## src/rtl/cmf_pkg.sv

```systemverilog
package cmf_pkg;

    localparam int CMF_REG_W = 16;
    localparam int CMF_PAT_W = 3;

    typedef enum logic [1:0] {
        ST_IDLE  = 2'd0,
        ST_ARMED = 2'd1,
        ST_FILL  = 2'd2
    } cmf_state_e;

    typedef struct packed {
        logic                 allow;
        logic                 go;
        logic [CMF_PAT_W-1:0] bp_pat;
        logic [CMF_PAT_W-1:0] lc_pat;
    } cmf_regs_t;

endpackage

```

## src/rtl/cmf_regs.sv

```systemverilog
module cmf_regs
    import cmf_pkg::*;
(
    input  logic                 clk,
    input  logic                 rst_n,
    input  logic                 reg_wr,
    input  logic                 reg_sel,
    input  logic [CMF_REG_W-1:0] reg_wdata,
    input  logic                 busy_i,
    input  logic                 done_i,
    output logic                 start_o,
    output logic                 abort_o,
    output logic [CMF_PAT_W-1:0] start_bp_pat_o,
    output logic [CMF_PAT_W-1:0] start_lc_pat_o,
    output logic [CMF_REG_W-1:0] reg_rdata
);
    localparam int GO_BIT = 0;
    localparam int LC_LSB = 1;
    localparam int BP_LSB = LC_LSB + CMF_PAT_W;
    localparam int TOP_USED = BP_LSB + CMF_PAT_W;

    cmf_regs_t regs_d, regs_q;
    logic      wr_fill, wr_ctrl;
    logic      unused_wbits;

    assign unused_wbits = ^reg_wdata[CMF_REG_W-1:TOP_USED];
    assign wr_fill = reg_wr && reg_sel;
    assign wr_ctrl = reg_wr && !reg_sel;

    assign start_bp_pat_o = reg_wdata[BP_LSB +: CMF_PAT_W];
    assign start_lc_pat_o = reg_wdata[LC_LSB +: CMF_PAT_W];

    always_comb begin
        regs_d  = regs_q;
        start_o = 1'b0;
        abort_o = 1'b0;
        if (done_i) begin
            regs_d.go = 1'b0;
        end
        if (wr_ctrl) begin
            regs_d.allow = reg_wdata[0];
            if (!reg_wdata[0]) begin
                regs_d.go = 1'b0;
                abort_o   = busy_i;
            end
        end
        if (wr_fill) begin
            regs_d.bp_pat = reg_wdata[BP_LSB +: CMF_PAT_W];
            regs_d.lc_pat = reg_wdata[LC_LSB +: CMF_PAT_W];
            if (!reg_wdata[GO_BIT]) begin
                regs_d.go = 1'b0;
                abort_o   = busy_i;
            end else if (!regs_q.go && regs_q.allow && !busy_i) begin
                regs_d.go = 1'b1;
                start_o   = 1'b1;
            end
        end
    end

    always_ff @(posedge clk or negedge rst_n) begin
        if (!rst_n) begin
            regs_q <= '0;
        end else begin
            regs_q <= regs_d;
        end
    end

    always_comb begin
        reg_rdata = '0;
        if (reg_sel) begin
            reg_rdata[GO_BIT]                 = regs_q.go;
            reg_rdata[LC_LSB +: CMF_PAT_W]    = regs_q.lc_pat;
            reg_rdata[BP_LSB +: CMF_PAT_W]    = regs_q.bp_pat;
        end else begin
            reg_rdata[0] = regs_q.allow;
        end
    end

    // The start bit and the sweep engine's busy flag must agree on every cycle.
    assert_go_tracks_busy_R7: assert property (@(posedge clk) disable iff (!rst_n)
        regs_q.go == busy_i);

    // With permission low, an idle block stays idle.
    assert_locked_out_R3: assert property (@(posedge clk) disable iff (!rst_n)
        (!regs_q.allow && !busy_i) |=> !busy_i);

    // An accepted abort leaves the block idle with the start bit clear.
    assert_abort_clears_R8: assert property (@(posedge clk) disable iff (!rst_n)
        abort_o |=> (!regs_q.go && !busy_i));

endmodule

```

## src/rtl/cmf_sweep.sv

```systemverilog
module cmf_sweep
    import cmf_pkg::*;
#(
    parameter int DEPTH  = 1024,
    parameter int DATA_W = 16
) (
    input  logic                          clk,
    input  logic                          rst_n,
    input  logic                          start_i,
    input  logic                          abort_i,
    input  logic                          frame_sync,
    input  logic [CMF_PAT_W-1:0]          bp_pat_i,
    input  logic [CMF_PAT_W-1:0]          lc_pat_i,
    output logic                          busy_o,
    output logic                          done_o,
    output logic                          we_o,
    output logic [$clog2(DEPTH)-1:0]      addr_o,
    output logic [1:0][DATA_W-1:0]        wdata_o
);
    localparam int AW     = $clog2(DEPTH);
    localparam int ZERO_W = DATA_W - CMF_PAT_W;
    localparam logic [AW-1:0] LAST = AW'(DEPTH - 1);

    typedef struct packed {
        cmf_state_e                 st;
        logic [AW-1:0]              addr;
        logic [1:0][CMF_PAT_W-1:0]  pat;
    } sweep_t;

    sweep_t sw_d, sw_q;

    always_comb begin
        sw_d   = sw_q;
        done_o = 1'b0;
        unique case (sw_q.st)
            ST_IDLE: begin
                if (start_i) begin
                    sw_d.st     = ST_ARMED;
                    sw_d.pat[0] = bp_pat_i;
                    sw_d.pat[1] = lc_pat_i;
                    sw_d.addr   = '0;
                end
            end
            ST_ARMED: begin
                if (frame_sync) begin
                    sw_d.st   = ST_FILL;
                    sw_d.addr = '0;
                end
            end
            ST_FILL: begin
                if (sw_q.addr == LAST) begin
                    sw_d.st = ST_IDLE;
                    done_o  = 1'b1;
                end else begin
                    sw_d.addr = sw_q.addr + 1'b1;
                end
            end
            default: sw_d.st = ST_IDLE;
        endcase
        if (abort_i) begin
            sw_d.st = ST_IDLE;
        end
    end

    always_ff @(posedge clk or negedge rst_n) begin
        if (!rst_n) begin
            sw_q <= '{st: ST_IDLE, addr: '0, pat: '0};
        end else begin
            sw_q <= sw_d;
        end
    end

    assign busy_o = (sw_q.st != ST_IDLE);
    assign we_o   = (sw_q.st == ST_FILL);
    assign addr_o = sw_q.addr;

    for (genvar p = 0; p < 2; p++) begin : g_port
        assign wdata_o[p] = {sw_q.pat[p], {ZERO_W{1'b0}}};
    end

    // A sweep always enters at address 0, straight from the armed state.
    assert_fill_entry_R4: assert property (@(posedge clk) disable iff (!rst_n)
        (sw_q.st == ST_ARMED && frame_sync && !abort_i) |=> (sw_q.st == ST_FILL && sw_q.addr == '0));

    // Inside a sweep the address steps by one each clock.
    assert_addr_step_R4: assert property (@(posedge clk) disable iff (!rst_n)
        (sw_q.st == ST_FILL && sw_q.addr != LAST && !abort_i) |=> (sw_q.st == ST_FILL && sw_q.addr == $past(sw_q.addr) + 1'b1));

    // The last address ends the sweep.
    assert_done_idle_R7: assert property (@(posedge clk) disable iff (!rst_n)
        (sw_q.st == ST_FILL && sw_q.addr == LAST) |=> (sw_q.st == ST_IDLE));

    // Latched patterns hold for the whole operation.
    assert_pattern_hold_R10: assert property (@(posedge clk) disable iff (!rst_n)
        (sw_q.st != ST_IDLE && $past(sw_q.st) != ST_IDLE) |-> $stable(sw_q.pat));

endmodule

```

## src/rtl/cm_block_fill.sv

```systemverilog
module cm_block_fill
    import cmf_pkg::*;
#(
    parameter int DEPTH  = 1024,
    parameter int DATA_W = 16
) (
    input  logic                     clk,
    input  logic                     rst_n,
    input  logic                     reg_wr,
    input  logic                     reg_sel,
    input  logic [CMF_REG_W-1:0]     reg_wdata,
    output logic [CMF_REG_W-1:0]     reg_rdata,
    input  logic                     frame_sync,
    output logic                     busy,
    output logic                     bp_we,
    output logic [$clog2(DEPTH)-1:0] bp_addr,
    output logic [DATA_W-1:0]        bp_wdata,
    output logic                     lc_we,
    output logic [$clog2(DEPTH)-1:0] lc_addr,
    output logic [DATA_W-1:0]        lc_wdata
);
    localparam int AW = $clog2(DEPTH);

    logic                   start, abort, done, we;
    logic [CMF_PAT_W-1:0]   st_bp_pat, st_lc_pat;
    logic [AW-1:0]          addr;
    logic [1:0][DATA_W-1:0] wdata;

    cmf_regs i_regs (
        .clk            (clk),
        .rst_n          (rst_n),
        .reg_wr         (reg_wr),
        .reg_sel        (reg_sel),
        .reg_wdata      (reg_wdata),
        .busy_i         (busy),
        .done_i         (done),
        .start_o        (start),
        .abort_o        (abort),
        .start_bp_pat_o (st_bp_pat),
        .start_lc_pat_o (st_lc_pat),
        .reg_rdata      (reg_rdata)
    );

    cmf_sweep #(
        .DEPTH  (DEPTH),
        .DATA_W (DATA_W)
    ) i_sweep (
        .clk        (clk),
        .rst_n      (rst_n),
        .start_i    (start),
        .abort_i    (abort),
        .frame_sync (frame_sync),
        .bp_pat_i   (st_bp_pat),
        .lc_pat_i   (st_lc_pat),
        .busy_o     (busy),
        .done_o     (done),
        .we_o       (we),
        .addr_o     (addr),
        .wdata_o    (wdata)
    );

    assign bp_we    = we;
    assign lc_we    = we;
    assign bp_addr  = addr;
    assign lc_addr  = addr;
    assign bp_wdata = wdata[0];
    assign lc_wdata = wdata[1];

    // No memory write is issued while the block is idle.
    assert_no_idle_write_R8: assert property (@(posedge clk) disable iff (!rst_n)
        !busy |-> (!bp_we && !lc_we));

    // Writes in the cycle after an abort never happen.
    assert_abort_stops_R9: assert property (@(posedge clk) disable iff (!rst_n)
        abort |=> !bp_we);

endmodule

```

## config.mk

```make
export PLATFORM = sky130hd
export DESIGN_NAME = cm_block_fill
export DESIGN_NICKNAME = d
export VERILOG_FILES = /design/src/rtl/cmf_pkg.sv /design/src/rtl/cmf_regs.sv /design/src/rtl/cmf_sweep.sv /design/src/rtl/cm_block_fill.sv
export SDC_FILE = /design/constraint.sdc
export NUM_CORES = 1
export LEC_CHECK = 0
export BUFFER_PORTS_ARGS = -buffer_cell sky130_fd_sc_hd__buf_2
export CORE_MARGIN = 2
export CORE_UTILIZATION = 50
export CTS_BUF_LIST = sky130_fd_sc_hd__clkbuf_8
export DETAILED_ROUTE_END_ITERATION = 8
export HOLD_SLACK_MARGIN = 0.06
export PLACE_DENSITY = 0.86
export SLEW_MARGIN = 20
export SYNTH_ARGS = -nofsm -noshare
export SYNTH_HDL_FRONTEND = slang
export SYNTH_SLANG_ARGS = --single-unit
```

## constraint.sdc

```tcl
create_clock -name clk -period 3.6 [get_ports clk]
set_clock_uncertainty 0.2 [all_clocks]
set_input_delay 0.54 -clock clk [delete_from_list [all_inputs] [get_ports clk]]
set_output_delay 0.54 -clock clk [all_outputs]
set_load 0.005 [all_outputs]
```

==> summary.txt <==
Core Footprint: 3610 µm²
HP Class: input port to asynchronous set/reset pin
Data arrival, critical path: 2.31 ns
final slew viol count: 0
die width: 64.6 µm
leakage power: 0.000969 µW
CTS Hold Buffers Added: 0
post-CTS setup buffers: 0
R2R setup slack: 1.23 ns
Routed WL: 2880 µm
Slew HR: 60.2%
Async SR Flop Fraction: 100%
total grt overflow: 0
Port Buf Inserts: 47
Site Rows: 22
period utilization: 65.9%
post-CTS sizing: 0
synth warn: 0
Seq/Total Area, Yosys: 35.5%
clk slew on worst S/H paths: 0.09 ns
status: finished clean
setup violators final: 0
first-pass GRT wire length: 4700 µm
TritonRoute pass-1 iters: 4
vias in the first global route: 1085
Final Core Density: 50.6%
#FFs+latches synth: 26
routability cong.: 0.794
Final #Nets: 233
Initial DRC Count: 71
CP Class: flop to flop
Critical Path RT: 3.53 ns
Worst R2R End: i_sweep.addr_o[2]
n_diodes: 0
Fin Setup TNS: 0 ns
post-detailed-route wirelength per cell: 11.3 µm
PwrDens: 469 nW/µm²
Die Footprint: 4170 µm²
Antenna Violating Nets Remaining: 0
CTS tree: done
maximum fanout along the worst path: 13
number of max-cap violations: 0
endpoints failing hold: 0
RSZ-0062 raised after global routing: false
RR Startpoint: i_sweep.sw_q[17]
Num CTS Buffers: 3
critical path endpoint category: flop
largest net degree at the start of global routing: 27
clock root buffer master: clkbuf_8
DP Wirelength: 2230 µm
fmax: 0.421 GHz
Worst-Skew Late Latency: 0.27 ns
# clock sinks: 26
clock tree buffer depth: 2
Final Critical Period: 2.37 ns
path depth of the worst reg2reg path: 7
io pins: 92
DR DRC count: 0
Worst setup SP type: flop
total power: 855 µW
maximum vdd drop: 0.000162 V
CTS H-tree lvls: 1
layout cells sized above 1: 35.3%
worst-margin pin slew: 0.594 ns
commonest cells after routing, fill and taps aside: 47 x buf_2, 35 x conb_1, 26 x dfrtp_1, 15 x mux2_2, 13 x o21ai_0
Die H: 64.6 µm
DR vias/cell: 4.84
GRT Overall Usage: 14.2%
Area Overhead vs Synth: -0.478%
via count: 1235
Post-synth EDFFs: 0
most common library cell in the layout ignoring fill and taps: buf_2
library cells used by synthesis: 32
synthesized area per cell: 9.81 µm²
Synth Flop Type: dfrtp_1
initial antenna violation count: 0
Initial Utilization: 50.9%
Synth Instances: 187
Post-Syn Area: 1830 µm²
how the worst max path moves through the flow:
stage	start	end	slack, ns	cells past startpoint
2_1_floorplan	i_sweep.addr_o[0]	i_sweep.sw_q[16]	1.60	6
3_3_place_gp	reg_sel	i_sweep.addr_o[7]	1.31	6
3_5_place_dp	reg_sel	i_sweep.addr_o[7]	1.26	6
4_1_cts	i_sweep.sw_q[17]	i_sweep.addr_o[2]	1.23	7
5_1_grt	i_sweep.sw_q[17]	i_sweep.addr_o[2]	1.07	7
6_report	i_sweep.sw_q[17]	i_sweep.addr_o[2]	1.23	7
critical path, stage by stage, from the launching register on:
cell	delay (ns)
dfrtp_1	0.39
inv_1	0.10
ha_1	0.20
nor2b_1	0.32
nor4_4	0.07
o21ai_2	0.41
or2_0	0.39
o21ai_0	0.15
final cells by class:
type,instances,area [µm²]
multi-input cells,126,810
well taps,48,60.1
fillers,339,1780
inverters,4,15.0
flip-flops and latches,26,651
clock buffers,4,55.1
repair buffers,47,235
cells by family after synthesis:
family	share of synthesized area, %
AOI/OAI and AO/OA	10.2
adders and majority gates	2.73
buffers and inverters	27.4
DFF	35.5
muxes	10.3
other	0.204
and+or+nand+nor	13.8
Yosys cell counts, types with 3 or more instances:
cell type | count | area share [%]
and3_1 | 4 | 1.4
o21ai_0 | 13 | 3.5
o31ai_1 | 6 | 2.5
nand3_1 | 5 | 1.4
inv_1 | 3 | 0.61
dfrtp_1 | 26 | 35
nand2b_1 | 3 | 1.0
mux2_2 | 15 | 9.2
and2_1 | 9 | 3.1
nor2_1 | 6 | 1.2
buf_4 | 62 | 25
ha_1 | 4 | 2.7
a31oi_1 | 3 | 1.0
nand2_1 | 6 | 1.2
power breakdown:
group | internal (µW) | switching [µW]
sequential | 351 | 37.5
combinational | 138 | 143
clock | 97.6 | 88.7
total | 586 | 269
state kept, by name, summed over array words and instances, names as in the netlist:
signal / flops
i_sweep.addr_o: 10
i_sweep.sw_q: 2
i_regs.regs_q: 8
i_sweep.wdata_o: 6
stage by stage:
step,worst slack [ns],cell area (µm²),hold WS [ns],std cells
2_1_floorplan,1.60,1960,0.0444,221
3_3_place_gp,1.31,1770,0.281,251
3_5_place_dp,1.26,1770,0.286,251
4_1_cts,1.23,1830,0.0730,255
5_1_grt,1.07,1830,0.0985,255
6_report,1.23,1830,0.0518,255
routing by layer:
metal	GRT usage [%]	vias to the layer above	routed length, µm
met5	0	-	0
met3	1.91	4	153
met1	16.9	603	1200
li1	-	577	-
met4	5.85	0	46
met2	25.9	51	1480
Note: power is estimated with default switching activity, not from simulation.
